===== config.mk =====
export PLATFORM = sky130hd
export DESIGN_NAME = pca_mean_dev
export DESIGN_NICKNAME = d
export VERILOG_FILES = /design/src/rtl/pca_mean_pkg.sv /design/src/rtl/pca_adder_tree.sv /design/src/rtl/pca_pix_delay.sv /design/src/rtl/pca_dev_sub.sv /design/src/rtl/pca_mean_dev.sv
export SDC_FILE = /design/constraint.sdc
export NUM_CORES = 1
export LEC_CHECK = 0
export BUFFER_PORTS_ARGS = -buffer_cell sky130_fd_sc_hd__buf_4
export CAP_MARGIN = 15
export CORE_UTILIZATION = 55
export DETAILED_ROUTE_END_ITERATION = 8
export GPL_ROUTABILITY_DRIVEN = 0
export PLACE_DENSITY = 0.79
export SYNTH_ARGS = -nofsm -noshare
export SYNTH_HDL_FRONTEND = slang
export SYNTH_SLANG_ARGS = --single-unit

===== constraint.sdc =====
create_clock -name clk_i -period 3.15 [get_ports clk_i]
set_clock_uncertainty 0.1 [all_clocks]
set_input_delay 0.1575 -clock clk_i [delete_from_list [all_inputs] [get_ports clk_i]]
set_output_delay 0.1575 -clock clk_i [all_outputs]
set_load 0.005 [all_outputs]

===== src/rtl/pca_mean_pkg.sv =====
package pca_mean_pkg;
  localparam int unsigned FRAMES_DEF = 8;
  localparam int unsigned PIX_W_DEF  = 16;

  function automatic int unsigned tree_levels(int unsigned frames);
    return $clog2(frames);
  endfunction

  function automatic int unsigned sum_width(int unsigned pix_w, int unsigned frames);
    return pix_w + $clog2(frames);
  endfunction
endpackage


===== src/rtl/pca_adder_tree.sv =====
module pca_adder_tree #(
  parameter int unsigned FRAMES = 8,
  parameter int unsigned PIX_W  = 16,
  parameter int unsigned LVLS   = 3,
  parameter int unsigned SUM_W  = 19
) (
  input  logic                    clk_i,
  input  logic                    rst_ni,
  input  logic                    valid_i,
  input  logic [FRAMES*PIX_W-1:0] pix_i,
  output logic                    valid_o,
  output logic [SUM_W-1:0]        sum_o
);
  for (genvar l = 0; l <= LVLS; l++) begin : g_lvl
    localparam int unsigned CNT = FRAMES >> l;
    logic [SUM_W-1:0] node [CNT];
    logic             vld;

    if (l == 0) begin : g_leaf
      assign vld = valid_i;
      always_comb begin
        for (int i = 0; i < CNT; i++) node[i] = SUM_W'(pix_i[i*PIX_W +: PIX_W]);
      end
    end else begin : g_add
      always_ff @(posedge clk_i or negedge rst_ni) begin
        if (!rst_ni) begin
          vld <= 1'b0;
          for (int i = 0; i < CNT; i++) node[i] <= '0;
        end else begin
          vld <= g_lvl[l-1].vld;
          if (g_lvl[l-1].vld) begin
            for (int i = 0; i < CNT; i++)
              node[i] <= g_lvl[l-1].node[2*i] + g_lvl[l-1].node[2*i+1];
          end
        end
      end
    end
  end

  assign sum_o   = g_lvl[LVLS].node[0];
  assign valid_o = g_lvl[LVLS].vld;
endmodule


===== src/rtl/pca_pix_delay.sv =====
module pca_pix_delay #(
  parameter int unsigned WIDTH = 128,
  parameter int unsigned DEPTH = 3
) (
  input  logic             clk_i,
  input  logic             rst_ni,
  input  logic             valid_i,
  input  logic [WIDTH-1:0] data_i,
  output logic             valid_o,
  output logic [WIDTH-1:0] data_o
);
  logic [DEPTH-1:0]            stg_v;
  logic [DEPTH-1:0][WIDTH-1:0] stg_d;

  always_ff @(posedge clk_i or negedge rst_ni) begin
    if (!rst_ni) begin
      stg_v <= '0;
      stg_d <= '0;
    end else begin
      stg_v[0] <= valid_i;
      if (valid_i) stg_d[0] <= data_i;
      for (int k = 1; k < DEPTH; k++) begin
        stg_v[k] <= stg_v[k-1];
        if (stg_v[k-1]) stg_d[k] <= stg_d[k-1];
      end
    end
  end

  assign valid_o = stg_v[DEPTH-1];
  assign data_o  = stg_d[DEPTH-1];
endmodule


===== src/rtl/pca_dev_sub.sv =====
module pca_dev_sub #(
  parameter int unsigned FRAMES = 8,
  parameter int unsigned PIX_W  = 16,
  parameter int unsigned SUM_W  = 19,
  parameter int unsigned DEV_W  = 17
) (
  input  logic                    clk_i,
  input  logic                    rst_ni,
  input  logic                    valid_i,
  input  logic [SUM_W-1:0]        sum_i,
  input  logic [FRAMES*PIX_W-1:0] pix_i,
  output logic                    valid_o,
  output logic [PIX_W-1:0]        mean_o,
  output logic [FRAMES*DEV_W-1:0] dev_o
);
  localparam int unsigned SHIFT = SUM_W - PIX_W;

  logic [PIX_W-1:0]        mean_nx;
  logic [FRAMES*DEV_W-1:0] dev_nx;

  // truncating divide by FRAMES
  assign mean_nx = PIX_W'(sum_i >> SHIFT);

  for (genvar k = 0; k < FRAMES; k++) begin : g_lane
    assign dev_nx[k*DEV_W +: DEV_W] =
      DEV_W'(pix_i[k*PIX_W +: PIX_W]) - DEV_W'(mean_nx);
  end

  always_ff @(posedge clk_i or negedge rst_ni) begin
    if (!rst_ni) begin
      valid_o <= 1'b0;
      mean_o  <= '0;
      dev_o   <= '0;
    end else begin
      valid_o <= valid_i;
      if (valid_i) begin
        mean_o <= mean_nx;
        dev_o  <= dev_nx;
      end
    end
  end
endmodule


===== src/rtl/pca_mean_dev.sv =====
module pca_mean_dev #(
  parameter int unsigned FRAMES = pca_mean_pkg::FRAMES_DEF,
  parameter int unsigned PIX_W  = pca_mean_pkg::PIX_W_DEF
) (
  input  logic                        clk_i,
  input  logic                        rst_ni,
  input  logic                        valid_i,
  input  logic [FRAMES*PIX_W-1:0]     pix_i,
  output logic                        valid_o,
  output logic [PIX_W-1:0]            mean_o,
  output logic [FRAMES*(PIX_W+1)-1:0] dev_o
);
  localparam int unsigned LVLS  = pca_mean_pkg::tree_levels(FRAMES);
  localparam int unsigned SUM_W = pca_mean_pkg::sum_width(PIX_W, FRAMES);
  localparam int unsigned DEV_W = PIX_W + 1;
  localparam int unsigned BUS_W = FRAMES * PIX_W;

  logic             sum_vld;
  logic [SUM_W-1:0] sum;
  logic             dly_vld;
  logic [BUS_W-1:0] pix_dly;

  pca_adder_tree #(
    .FRAMES(FRAMES), .PIX_W(PIX_W), .LVLS(LVLS), .SUM_W(SUM_W)
  ) u_tree (
    .clk_i, .rst_ni, .valid_i, .pix_i,
    .valid_o(sum_vld), .sum_o(sum)
  );

  pca_pix_delay #(
    .WIDTH(BUS_W), .DEPTH(LVLS)
  ) u_dly (
    .clk_i, .rst_ni, .valid_i, .data_i(pix_i),
    .valid_o(dly_vld), .data_o(pix_dly)
  );

  pca_dev_sub #(
    .FRAMES(FRAMES), .PIX_W(PIX_W), .SUM_W(SUM_W), .DEV_W(DEV_W)
  ) u_sub (
    .clk_i, .rst_ni,
    .valid_i(sum_vld & dly_vld),
    .sum_i(sum), .pix_i(pix_dly),
    .valid_o, .mean_o, .dev_o
  );
endmodule


==> metrics.txt <==
# TYPE chip_impl_metric gauge
chip_impl_metric{name="cp_data_required_time",unit="ns"} 3.56
chip_impl_metric{name="via_per_inst",unit=""} 6.31
chip_impl_info{name="cts.root.buffer_cell",value="sky130_fd_sc_hd__clkbuf_16"} 1
chip_impl_metric{name="synth_nets",unit=""} 3377
chip_impl_metric{name="yosys_warnings",unit=""} 0
chip_impl_metric{name="max_cap_violations",unit=""} 0
chip_impl_metric{name="floorplan.core_area",unit="mm²"} 0.0619
chip_impl_info{name="most-common-layout-cells",value="sky130_fd_sc_hd__dfrtp_1 (657), sky130_fd_sc_hd__mux2_2 (492), sky130_fd_sc_hd__buf_4 (338)"} 1
chip_impl_metric{name="critPathArrivalTime",unit="ns"} 3.42
chip_impl_metric{name="global_route.overflow_total",unit=""} 0
chip_impl_metric{name="cellLeakagePower",unit="nW"} 18.8
chip_impl_info{name="crit_chain",value="inv_1 > buf_4 > ha_1 > o21a_1 > o31a_1 > o31a_1 > o41a_1 > o21ai_0 > a21oi_1 > o21ai_0"} 1
chip_impl_metric{name="synth.cell_area",unit="mm²"} 0.0347
chip_impl_metric{name="number_of_global_route_vias_before_repair",unit=""} 27512
chip_impl_metric{name="clk_path_buf_depth",unit=""} 3
chip_impl_metric{name="tritoncts.num_buffers",unit=""} 71
chip_impl_metric{name="synth.yosys.seq_area_share",unit=""} 0.476
chip_impl_metric{name="finish.net_count",unit=""} 3836
chip_impl_metric{name="route.detailed.wl_per_inst",unit="µm"} 24.0
chip_impl_metric{name="area_growth_syn_to_layout",unit="%"} 21.5
chip_impl_metric{name="place.port_buffers",unit=""} 283
chip_impl_metric{name="die-height",unit="µm"} 253
chip_impl_metric{name="grt_max_degree",unit=""} 160
chip_impl_metric{name="ant_nets",unit=""} 0
chip_impl_metric{name="timing.setup.tns",unit="ns"} 0
chip_impl_metric{name="worst_path_largest_cell_delay",unit="ns"} 0.39
chip_impl_metric{name="min_period",unit="ns"} 3.01
chip_impl_info{name="clock_tree_from_tritoncts",value="built"} 1
chip_impl_metric{name="numClockSinks",unit=""} 660
chip_impl_metric{name="dr.first_iter.drc_count",unit=""} 2604
chip_impl_metric{name="postSynth.asyncResetShare",unit=""} 1.00
chip_impl_metric{name="report.final.hold_viol_count",unit=""} 0
chip_impl_info{name="synth_top_cells_by_area",value="sky130_fd_sc_hd__dfrtp_1 (48%), sky130_fd_sc_hd__mux2_2 (16%), sky130_fd_sc_hd__ha_1 (8.8%)"} 1
chip_impl_metric{name="rows",unit=""} 91
chip_impl_metric{name="post-route-period-util",unit=""} 0.955
chip_impl_metric{name="detailed_place_hpwl",unit="µm"} 72200
chip_impl_info{name="cell_with_the_largest_stage_delay_on_the_worst_path",value="sky130_fd_sc_hd__dfrtp_1"} 1
chip_impl_metric{name="syn-instance-count",unit=""} 2989
chip_impl_metric{name="synth.lib_cells_used.distinct",unit=""} 71
chip_impl_metric{name="via_count",unit=""} 27413
chip_impl_metric{name="setup_violations",unit=""} 0
chip_impl_metric{name="cellPowerDensity",unit="mW/mm²"} 945
chip_impl_metric{name="grt_first_pass_wirelength",unit="µm"} 161000
chip_impl_info{name="hold_class",value="input port to async pin"} 1
chip_impl_metric{name="number_of_enable_type_register_cells_in_the_synthesized_netlist",unit=""} 0
chip_impl_metric{name="finalInstanceArea",unit="mm²"} 0.0421
chip_impl_metric{name="ys_ff_latch",unit=""} 660
chip_impl_metric{name="worstPathMaxFanout",unit=""} 4
chip_impl_metric{name="fp.dieArea",unit="mm²"} 0.0640
chip_impl_metric{name="drc",unit=""} 0
chip_impl_info{name="post-synth-top-area-cell",value="sky130_fd_sc_hd__dfrtp_1"} 1
chip_impl_metric{name="cts-htree-levels",unit=""} 3
chip_impl_metric{name="die_x",unit="µm"} 253
chip_impl_metric{name="grt_util_all_layers",unit=""} 0.329
chip_impl_metric{name="slew_viol_final",unit=""} 0
chip_impl_metric{name="clkLatencyLatePin",unit="ns"} 0.62
chip_impl_info{name="final_common_cell",value="sky130_fd_sc_hd__dfrtp_1"} 1
chip_impl_metric{name="placement.setup.worst_slack",unit="ns"} 0.157
chip_impl_info{name="critPathCaptureType",value="flop"} 1
chip_impl_info{name="crit_path_start_kind",value="flop"} 1
chip_impl_metric{name="detailed_place.area",unit="mm²"} 0.0383
chip_impl_metric{name="worst_slew_pin_slew",unit="ns"} 1.03
chip_impl_metric{name="clock.fmax",unit="MHz"} 332
chip_impl_info{name="ys_dominant_reg_cell",value="sky130_fd_sc_hd__dfrtp_1"} 1
chip_impl_metric{name="firstDrtPassIters",unit=""} 5
chip_impl_metric{name="final_critical_path_setup_slack",unit="ns"} 0.142
chip_impl_info{name="rsz0062_at_grt",value="false"} 1
chip_impl_metric{name="slew_headroom",unit=""} 0.313
chip_impl_info{name="outcome",value="completed"} 1
chip_impl_metric{name="synth_top_area_frac",unit=""} 0.476
chip_impl_metric{name="drt-total-wl",unit="µm"} 104000
chip_impl_metric{name="drive_above_1_share",unit=""} 0.287
chip_impl_info{name="critPathKind",value="flop to flop"} 1
chip_impl_metric{name="syn-mean-instance-area",unit="µm²"} 11.6
chip_impl_metric{name="antenna_found_initial",unit=""} 8
chip_impl_metric{name="num_io_pins",unit=""} 284
chip_impl_metric{name="clk_pin_slew_worst_paths",unit="ns"} 0.06
chip_impl_metric{name="ir_worst_vdd",unit="µV"} 440
chip_impl_metric{name="initial_core_utilization",unit=""} 0.560
[where the power goes]
part / internal (mW) / total (mW) / switching, mW / leakage, nW
logic: 8.44 / 18.2 / 9.80 / 9.80
registers: 10.8 / 12.6 / 1.82 / 7.76
clock network: 5.41 / 8.97 / 3.55 / 1.24
total: 24.6 / 39.8 / 15.2 / 18.8
[kinds of logic (layout without fill, tap and decap cells)]
logic type	after synthesis	after routing	share of synthesized area
mux	500	500	0.162
fa+ha+maj	257	257	0.0958
compound gates	685	685	0.131
simple gates	556	556	0.0804
xor+xnor	127	127	0.0321
flops	660	660	0.476
other cells	0	7	0
buf+inv	204	717	0.0221
[state kept, by name, indices dropped and copies added (netlist names)]
signal and count:
u_sub.dev_o 136, u_tree.g_lvl.node 104, u_sub.mean_o 16, u_dly.stg_d 256
u_dly.data_o 128, u_sub.valid_o 1, u_dly.stg_v 3, u_tree.sum_o 16
[final timing paths]
| kind | start | to | slack, ns | depth (start not counted) |
|---|---|---|---|---|
| setup / recovery | u_tree.sum_o[7] | u_sub.dev_o[33] | 0.14 | 10 |
| hold / removal | rst_ni | u_dly.stg_d[98] | 0.07 | 2 |
| setup reg to reg | u_tree.sum_o[7] | u_sub.dev_o[33] | 0.14 | 10 |
| hold reg to reg | u_dly.stg_d[161] | u_dly.data_o[33] | 0.39 | 2 |
| max in group asynchronous | rst_ni | u_dly.stg_v[1] | 1.82 | 3 |
| min in group clk_i | pix_i[96] | u_dly.stg_d[96] | 0.23 | 3 |
[through the flow]
| step | hold slack, ns | total power [mW] | instances | utilization |
|---|---|---|---|---|
| CTS | 0.0656 | 39.2 | 4337 | 0.679 |
| detailed placement | 0.123 | 30.0 | 4080 | 0.618 |
| floorplan | -0.238 | 23.2 | 2989 | - |
| global placement | 0.120 | 29.1 | 4080 | 0.618 |
| finish | 0.0713 | 39.8 | 4346 | 0.680 |
| global route | 0.127 | 41.8 | 4342 | 0.680 |
[timing repair]
action | in CTS | in global routing
resized for setup | 0 | 4
hold buffers | 130 | 0
endpoints found under the setup margin | 0 | 5
setup buffers | 0 | 2
endpoints found under the hold margin | 306 | 0
[cells in the mapped netlist (all sizes together), types with 18 or more instances]
library cell,count
clkbuf,83
o31ai,35
nor2b,30
o2111ai,18
a31oi,28
a211oi,35
buf,19
a21oi,151
nor3,69
nor2,117
nand4,23
a21o,55
nand2,146
o21ai,148
o211ai,21
nand3,32
nand2b,24
xnor2,89
o21a,58
mux2,492
ha,243
or3,27
xor2,38
o21bai,21
nand3b,23
inv,100
dfrtp,660
[final cells by class]
class                           instances  area, µm²
Timing Repair Buffer                  488       4230
Antenna cell                            7       17.5
Tap cell                              837       1050
Multi-Input combinational cell       2125      17400
Sequential cell                       660      16500
Clock buffer                           97       2100
Fill cell                            4235      19800
Inverter                              102        389
Clock inverter                         30        403
[routing by layer]
metal,GRT usage,vias to the layer above,part of all wire
li1,-,11966,-
met1,0.436,13686,0.40
met2,0.502,1386,0.45
met3,0.0639,375,0.087
met4,0.199,0,0.063
met5,0,-,0
[critical path, delay by kind of cell (launching register included)]
family,cells,cell delay (ns)
flip-flops,1,0.39
adder cells (fa/ha/maj),1,0.28
AO/OA/AOI/OAI,7,1.60
buffers and inverters,2,0.52
Note: power is estimated with default switching activity, not from simulation.
